### config.mk
export PLATFORM = sky130hd
export DESIGN_NAME = lcd_wave_seq
export DESIGN_NICKNAME = d
export VERILOG_FILES = /design/src/rtl/lcd_wave_pkg.sv /design/src/rtl/lcd_slot_ctrl.sv /design/src/rtl/lcd_bp_drive.sv /design/src/rtl/lcd_seg_drive.sv /design/src/rtl/lcd_wave_seq.sv
export SDC_FILE = /design/constraint.sdc
export NUM_CORES = 1
export LEC_CHECK = 0
export CAP_MARGIN = 20
export CORE_ASPECT_RATIO = 1.75
export CORE_MARGIN = 10
export CORE_UTILIZATION = 49
export CTS_BUF_LIST = sky130_fd_sc_hd__clkbuf_8
export CTS_CLUSTER_SIZE = 12
export DETAILED_ROUTE_END_ITERATION = 6
export PLACE_DENSITY_LB_ADDON = 0.3
export SYNTH_ARGS = -nofsm -noshare
export SYNTH_HDL_FRONTEND = slang
export SYNTH_HIERARCHICAL = 1
export SYNTH_SLANG_ARGS = --single-unit
### constraint.sdc
create_clock -name clk -period 3 [get_ports clk]
set_clock_uncertainty 0.05 [all_clocks]
set_input_delay 0.6 -clock clk [delete_from_list [all_inputs] [get_ports clk]]
set_output_delay 0.6 -clock clk [all_outputs]
set_load 0.01 [all_outputs]
### src/rtl/lcd_wave_pkg.sv
package lcd_wave_pkg;
  localparam int LVL_W = 3;
  typedef logic [LVL_W-1:0] lvl_t;

  localparam lvl_t LV_VSS  = 3'd0;
  localparam lvl_t LV_THRD = 3'd1;
  localparam lvl_t LV_HALF = 3'd2;
  localparam lvl_t LV_TWO3 = 3'd3;
  localparam lvl_t LV_FULL = 3'd4;

  // second half of a frame: reflect about mid-supply
  function automatic lvl_t lvl_mirror(lvl_t c, logic neg);
    return neg ? lvl_t'(LV_FULL - c) : c;
  endfunction

  function automatic lvl_t bp_base(logic sel, logic stat, logic half);
    if (sel || stat) return LV_FULL;
    return half ? LV_HALF : LV_THRD;
  endfunction

  function automatic lvl_t seg_base(logic on, logic stat, logic half);
    if (on) return LV_VSS;
    if (stat) return LV_FULL;
    return half ? LV_HALF : LV_TWO3;
  endfunction
endpackage

### src/rtl/lcd_slot_ctrl.sv
module lcd_slot_ctrl #(
  parameter int NBP = 4,
  localparam int RW = $clog2(NBP)
) (
  input  logic          clk,
  input  logic          rst,
  input  logic          tick,
  input  logic [RW-1:0] mode_in,
  input  logic          bias_in,
  output logic [RW-1:0] row,
  output logic          neg,
  output logic [RW-1:0] act_mode,
  output logic          act_half
);
  logic row_last;
  assign row_last = (row == act_mode);

  always_ff @(posedge clk) begin
    if (rst) begin
      row      <= '0;
      neg      <= 1'b0;
      act_mode <= RW'(NBP-1);
      act_half <= 1'b0;
    end else if (tick) begin
      if (row_last) begin
        row <= '0;
        neg <= ~neg;
        if (neg) begin
          act_mode <= mode_in;
          act_half <= bias_in;
        end
      end else begin
        row <= row + 1'b1;
      end
    end
  end
endmodule

### src/rtl/lcd_bp_drive.sv
module lcd_bp_drive
  import lcd_wave_pkg::*;
#(
  parameter int NBP = 4,
  localparam int RW = $clog2(NBP)
) (
  input  logic               clk,
  input  logic               rst,
  input  logic               en,
  input  logic [RW-1:0]      row,
  input  logic               neg,
  input  logic [RW-1:0]      act_mode,
  input  logic               act_half,
  output logic [NBP*LVL_W-1:0] bp_lvl
);
  logic stat;
  assign stat = (act_mode == '0);

  for (genvar k = 0; k < NBP; k++) begin : g_bp
    logic used, sel;
    lvl_t nxt;
    assign used = (k <= int'(act_mode));
    assign sel  = (row == RW'(k));
    always_comb begin
      if (!en || !used) nxt = LV_VSS;
      else nxt = lvl_mirror(bp_base(sel, stat, act_half), neg);
    end
    always_ff @(posedge clk) begin
      if (rst) bp_lvl[k*LVL_W +: LVL_W] <= LV_VSS;
      else     bp_lvl[k*LVL_W +: LVL_W] <= nxt;
    end
  end
endmodule

### src/rtl/lcd_seg_drive.sv
module lcd_seg_drive
  import lcd_wave_pkg::*;
#(
  parameter int NSEG = 60
) (
  input  logic                  clk,
  input  logic                  rst,
  input  logic                  en,
  input  logic                  neg,
  input  logic                  stat,
  input  logic                  act_half,
  input  logic [NSEG-1:0]       seg_on,
  output logic [NSEG*LVL_W-1:0] seg_lvl
);
  for (genvar j = 0; j < NSEG; j++) begin : g_seg
    lvl_t nxt;
    always_comb begin
      if (!en) nxt = LV_VSS;
      else nxt = lvl_mirror(seg_base(seg_on[j], stat, act_half), neg);
    end
    always_ff @(posedge clk) begin
      if (rst) seg_lvl[j*LVL_W +: LVL_W] <= LV_VSS;
      else     seg_lvl[j*LVL_W +: LVL_W] <= nxt;
    end
  end
endmodule

### src/rtl/lcd_wave_seq.sv
module lcd_wave_seq #(
  parameter int NBP  = 4,
  parameter int NSEG = 60,
  localparam int RW = $clog2(NBP),
  localparam int LW = lcd_wave_pkg::LVL_W
) (
  input  logic               clk,
  input  logic               rst,
  input  logic               tick,
  input  logic [RW-1:0]      mode_sel,
  input  logic               bias_half,
  input  logic               disp_en,
  input  logic [NSEG-1:0]    seg_bits,
  output logic [RW-1:0]      row_sel,
  output logic [NBP*LW-1:0]  bp_lvl,
  output logic [NSEG*LW-1:0] seg_lvl
);
  logic          neg, act_half;
  logic [RW-1:0] act_mode;

  lcd_slot_ctrl #(.NBP(NBP)) u_ctrl (
    .clk(clk), .rst(rst), .tick(tick), .mode_in(mode_sel), .bias_in(bias_half),
    .row(row_sel), .neg(neg), .act_mode(act_mode), .act_half(act_half)
  );

  lcd_bp_drive #(.NBP(NBP)) u_bp (
    .clk(clk), .rst(rst), .en(disp_en), .row(row_sel), .neg(neg),
    .act_mode(act_mode), .act_half(act_half), .bp_lvl(bp_lvl)
  );

  lcd_seg_drive #(.NSEG(NSEG)) u_seg (
    .clk(clk), .rst(rst), .en(disp_en), .neg(neg), .stat(act_mode == '0),
    .act_half(act_half), .seg_on(seg_bits), .seg_lvl(seg_lvl)
  );
endmodule

# ---- After elaboration in Yosys (flattened, before gate mapping)
# Cells that the tools add are included.
dict set report word_totals {
  register_bits 198
  word_cells 789
}
dict set report classes {
  n_addsub 65
  magnitude_cmp 3
  n_eq_ne 4
  n_mux 628
  bitwise 2
  n_reduce_logical 19
}
# op count
set ops {}
lappend ops {{3-bit two-way mux} 376}
lappend ops {{1-bit two-way mux} 250}
lappend ops {{3-bit subtractor (first input constant)} 64}
lappend ops {{2-bit OR reduction} 4}
lappend ops {{1-bit logical OR} 7}
lappend ops {{2-bit == test (second input constant)} 2}
lappend ops {{2-bit <= comparator (first input constant)} 2}
lappend ops {{1-bit zero test} 4}
lappend ops {{2-bit zero test} 2}
lappend ops {{2-bit two-way mux} 2}
lappend ops {{3-bit AND reduction} 1}
lappend ops {{2-bit by 1-bit adder with 2-bit output (second input constant)} 1}
lappend ops {{2-bit by 1-bit == test with 1-bit output (second input constant)} 1}
lappend ops {{2-bit == test} 1}
lappend ops {{1-bit by 2-bit <= comparator with 1-bit output (first input constant)} 1}
lappend ops {{1-bit NOT} 2}
lappend ops {{2-bit AND reduction} 1}

# ---- Longest topological paths before layout
dict set report depth {
  ltp_word 9
  depth_mapped 7
}

# ---- Modules after synthesis
# Netlist, hierarchy kept.
# mod instances cells_per_inst area_per_inst_um2 seq_area_each_um2
set modules_own_cells {}
lappend modules_own_cells {lcd_seg_drive 1 536 6048.3 3603.5}
lappend modules_own_cells {lcd_bp_drive 1 67 581.8 240.2}
lappend modules_own_cells {lcd_slot_ctrl 1 29 281.5 120.1}
lappend modules_own_cells {lcd_wave_seq 1 1 3.8 0.0}

# ---- Worst setup path before layout
# No wires, ideal clock.
dict set report synth_path {
  kind {register to register}
  startpoint {register u_ctrl.act_mode[1]}
  endpoint {register u_seg.seg_lvl[0]}
  setup_ns 0.061
  arrival_time_ns 1.465
  required_ns 2.889
  path_slack_ns 1.424
  path_stages_with_launch 6
  period_less_slack_ns 1.576
  cell_sequence {dfxtp_1 > nor2_1 > or4b_4 > buf_6 > buf_12 > nor2_4}
}
dict set report synth_via {
  elab_chain_cells 9
  word_cells_on_any_way 10
  cone_classes {1 x add/sub; 8 x mux; 1 x reduce/logical}
}
# item line
set synth_lines {}
lappend synth_lines {{start, declared} lcd_slot_ctrl.sv:12} ;# output logic [RW-1:0] act_mode,
lappend synth_lines {{start signal, assigned} lcd_slot_ctrl.sv:22} ;# act_mode <= RW'(NBP-1);
lappend synth_lines {{start signal, assigned} lcd_slot_ctrl.sv:29} ;# act_mode <= mode_in;
lappend synth_lines {{2-bit zero test *} lcd_wave_seq.sv:32} ;# .clk(clk), .rst(rst), .en(disp_en), .neg(neg), .stat(act_mode == '0),
lappend synth_lines {{1-bit two-way mux (2 in series)} lcd_wave_pkg.sv:23} ;# if (stat) return LV_FULL;
lappend synth_lines {{1-bit two-way mux} lcd_seg_drive.sv:18} ;# if (!en) nxt = LV_VSS;
lappend synth_lines {{3-bit two-way mux *} lcd_wave_pkg.sv:24} ;# return half ? LV_HALF : LV_TWO3;
lappend synth_lines {{3-bit two-way mux *} lcd_wave_pkg.sv:23}
lappend synth_lines {{3-bit two-way mux *} lcd_seg_drive.sv:18}
lappend synth_lines {{3-bit subtractor} lcd_wave_pkg.sv:13} ;# return neg ? lvl_t'(LV_FULL - c) : c;
lappend synth_lines {{3-bit two-way mux *} lcd_wave_pkg.sv:13}
lappend synth_lines {{end signal, assigned by index} lcd_seg_drive.sv:23} ;# else seg_lvl[j*LVL_W +: LVL_W] <= nxt;
lappend synth_lines {{end, declared} lcd_seg_drive.sv:13} ;# output logic [NSEG*LVL_W-1:0] seg_lvl
# Mark *: on every way between the ends. The rest lies on a longest branch, timed or not. The select of a mux whose other input is x is not followed.
# A chain may end at the register's enable or synchronous reset.

# ---- Final worst setup path
dict set report layout_path {
  startpoint {register u_ctrl.row[0]}
  endpoint {output row_sel[0]}
}
# item line
set layout_lines {}
lappend layout_lines {{start, declared} lcd_slot_ctrl.sv:10} ;# output logic [RW-1:0] row,
lappend layout_lines {{start signal, assigned} lcd_slot_ctrl.sv:33} ;# row <= row + 1'b1;
lappend layout_lines {{end, declared} lcd_wave_seq.sv:14} ;# output logic [RW-1:0] row_sel,
# No word-level cell between the ends.

==> results.cfg <==
[critical_path]
cp.arrival_ps = 1640
critPathSlowestCell = clkdlybuf4s50_1
path_delay_family = buffers and inverters
timing.rr.start = u_ctrl/act_mode[1]
worstSetupPathType = flip-flop to output port
timing.rr.end = u_seg/seg_lvl[63]
crit_required_ps = 2350
r2r_slack_ps = 940
slowest_delay_ps = 630
crit_path_start_kind = flip-flop
cp-endpoint = row_sel[0]
cp-startpoint = u_ctrl/row[0]
r2r_cells = 5
worstPathCellList = clkdlybuf4s50_1
end_kind = output port
cp_num_buf_inv = 1
path_max_fanout = 8
critical_path_depth = 1

[power_and_ir_drop]
powerDensity_nw_per_um2 = 503
ir_drop_v = 0.000341
p_leak_uw = 0.00333

[yosys]
yosysWarnings = 6
syn_inst = 633
synth_top_family_by_area = simple AND/OR/NAND/NOR gates
ys_seq_area_frac = 0.573
ys_seq_elements = 198
synth_fa_ha_area_frac = 0.00724
synth-xor-area-share = 0.00887
synth_mux_area_frac = 0.00651
synthSimpleGateAreaFrac = 0.305
netlist_area_sq_um = 6920
synth_nets = 704
yosysUniqueCellTypes = 34
syn_avg_cell_area_sq_um = 10.9
synth_compound_area_frac = 0.0514

[clock_tree]
cts-buffers-inserted = 17
clk_pin_slew_ps = 110
cts_tree = built
postCtsSetupRepairBufs = 0
cts_hold_buf = 0
clock_latency_ps = 440
clock_sinks = 198
htreeDepth = 4
post_cts_resized = 0
cts_root_buffer = clkbuf_8
cts_buffer_depth = 2

[global_routing]
grt.total_usage = 0.206
grt_overflow = 0
grt_pass1_wl_microns = 31100
grt_max_degree = 71
grt_pass1_vias = 5578
antenna_found_initial = 1

[timing]
final.period_utilization = 0.764
setup_viol = 0
min_period_ps = 2290
setup_tns_ps = 0
fmax_mhz = 437
slew-limit-headroom = 0.587
final-max-slew-violation-count = 0
whs_ps = 657
hold_viol_final = 0
rsz0062_at_grt = false
tightestPinTransition_ps = 620

[placed_design]
portBuffers = 260
hpwl_microns = 15400
gp_congestion = 0.844

[route]
drt_iter0_drc = 246
wire_per_inst_microns = 19.8
vias_per_cell = 5.17
ant_nets = 0
drc = 0
num_vias = 5462
dr.pass1.iters = 4
totalWireLength_microns = 20900

[final_layout]
fin_nets = 936
drive_above_1_share = 0.159
synthToLayoutAreaGrowth_pct = 44.3

[floorplanning]
ios = 261
core_region_area_sq_um = 13800
chipWidth_microns = 110
dieHeight_microns = 177
rows = 57
start_util = 0.500
die-area_sq_um = 19500

[worst_hold_path]
hp-start = u_ctrl/act_mode[1]
min_path_cells = 2
hp-class = flip-flop to flip-flop

[job]
cap_violations = 0

[run_status]
status = complete, no violations
==> cell type report <==
type                       instances  area, sq um
clock inverter                    15          190
multi-input combinational        379         2650
antenna                            1         2.50
clock buffer                      17          234
tap                              177          221
fill                             988         3850
timing repair buffer             269         2720
sequential                       198         3970
==> Yosys cell counts, drive strengths merged <==
cell | instances | share of area
a21oi | 63 | 0.046
a22oi | 2 | 0.0022
a2bb2oi | 1 | 0.0022
and2 | 1 | 0.00091
buf | 20 | 0.028
clkbuf | 36 | 0.020
dfxtp | 198 | 0.57
ha | 4 | 0.0072
mux2 | 1 | 0.0022
mux2i | 3 | 0.0043
nand2 | 74 | 0.040
nand2b | 9 | 0.0081
nand3 | 3 | 0.0022
nor2 | 75 | 0.11
nor2b | 5 | 0.0052
nor3 | 4 | 0.0036
nor3b | 3 | 0.0047
nor4 | 60 | 0.054
o22a | 1 | 0.0014
or2 | 1 | 0.0013
or3 | 1 | 0.00091
or3b | 60 | 0.076
or4b | 1 | 0.0020
xnor2 | 3 | 0.0038
xor2 | 4 | 0.0051
==> worst min-delay path by stage <==
stage / to / slack [ps]
4_1_cts: u_ctrl/act_half / 650
2_1_floorplan: u_ctrl/act_half / 430
6_report: u_bp/bp_lvl[7] / 660
5_1_grt: u_ctrl/act_half / 670
3_5_place_dp: u_bp/bp_lvl[6] / 640
3_3_place_gp: u_ctrl/row[0] / 600
==> power breakdown <==
group,switching (uW),internal (uW)
Sequential,36.0,2710
Combinational,274,276
Clock,1020,717
Total,1330,3700
==> registers in the layout (all words and copies together), names as in the netlist <==
| register | count |
|---|---|
| u_seg/seg_lvl | 180 |
| u_bp/bp_lvl | 12 |
| u_ctrl/act_mode | 2 |
| u_ctrl/row | 2 |
| u_ctrl/act_half | 1 |
| u_ctrl/neg | 1 |
==> metal layers <==
metal | part of all wire | GRT usage | vias to the layer above
li1 | - | - | 2614
met1 | 0.34 | 0.206 | 2613
met2 | 0.55 | 0.377 | 199
met3 | 0.070 | 0.0605 | 36
met4 | 0.036 | 0.0899 | 0
met5 | 0 | 0 | -
==> kinds of logic (layout without fill, tap and decap cells) <==
| family | after synthesis | after routing |
|---|---|---|
| AND/OR/NAND/NOR | 297 | 297 |
| flip-flops | 198 | 198 |
| AO/OA/AOI/OAI | 67 | 67 |
| buffers and inverters | 56 | 301 |
| XOR/XNOR | 7 | 7 |
| adder cells (fa/ha/maj) | 4 | 4 |
| multiplexers | 4 | 4 |
| other | 0 | 1 |
==> per-stage QoR <==
| stage | total power (uW) | cells | setup WS (ps) | util | instance area (sq um) |
|---|---|---|---|---|---|
| 3_3_place_gp | 3330 | 1023 | 660 | 0.691 | 9550 |
| 2_1_floorplan | 3010 | 633 | 1420 | - | 6920 |
| 4_1_cts | 5070 | 1055 | 684 | 0.721 | 9980 |
| 3_5_place_dp | 3350 | 1023 | 605 | 0.691 | 9550 |
| 6_report | 5020 | 1056 | 709 | 0.721 | 9980 |
| 5_1_grt | 5190 | 1055 | 630 | 0.721 | 9980 |
==> cell usage in the layout (no fill, tap or decap), types with 2 or more instances in the layout <==
| master | instances |
|---|---|
| buf_12 | 4 |
| xnor2_1 | 3 |
| nor2b_1 | 2 |
| buf_4 | 5 |
| nand2_1 | 74 |
| clkdlybuf4s50_1 | 260 |
| clkinv_8 | 4 |
| dfxtp_1 | 197 |
| nor3_1 | 3 |
| ha_1 | 4 |
| a22oi_1 | 2 |
| or3b_1 | 34 |
| mux2i_1 | 3 |
| xor2_1 | 4 |
| nor2_4 | 61 |
| nor3b_2 | 2 |
| or3b_2 | 26 |
| a21oi_1 | 63 |
| inv_8 | 2 |
| nor2_1 | 14 |
| nand2b_1 | 8 |
| inv_6 | 4 |
| nor2b_2 | 2 |
| clkinv_4 | 2 |
| clkbuf_8 | 17 |
| nand3_1 | 3 |
| nor4_1 | 60 |
Note: power is estimated with default switching activity, not from simulation.
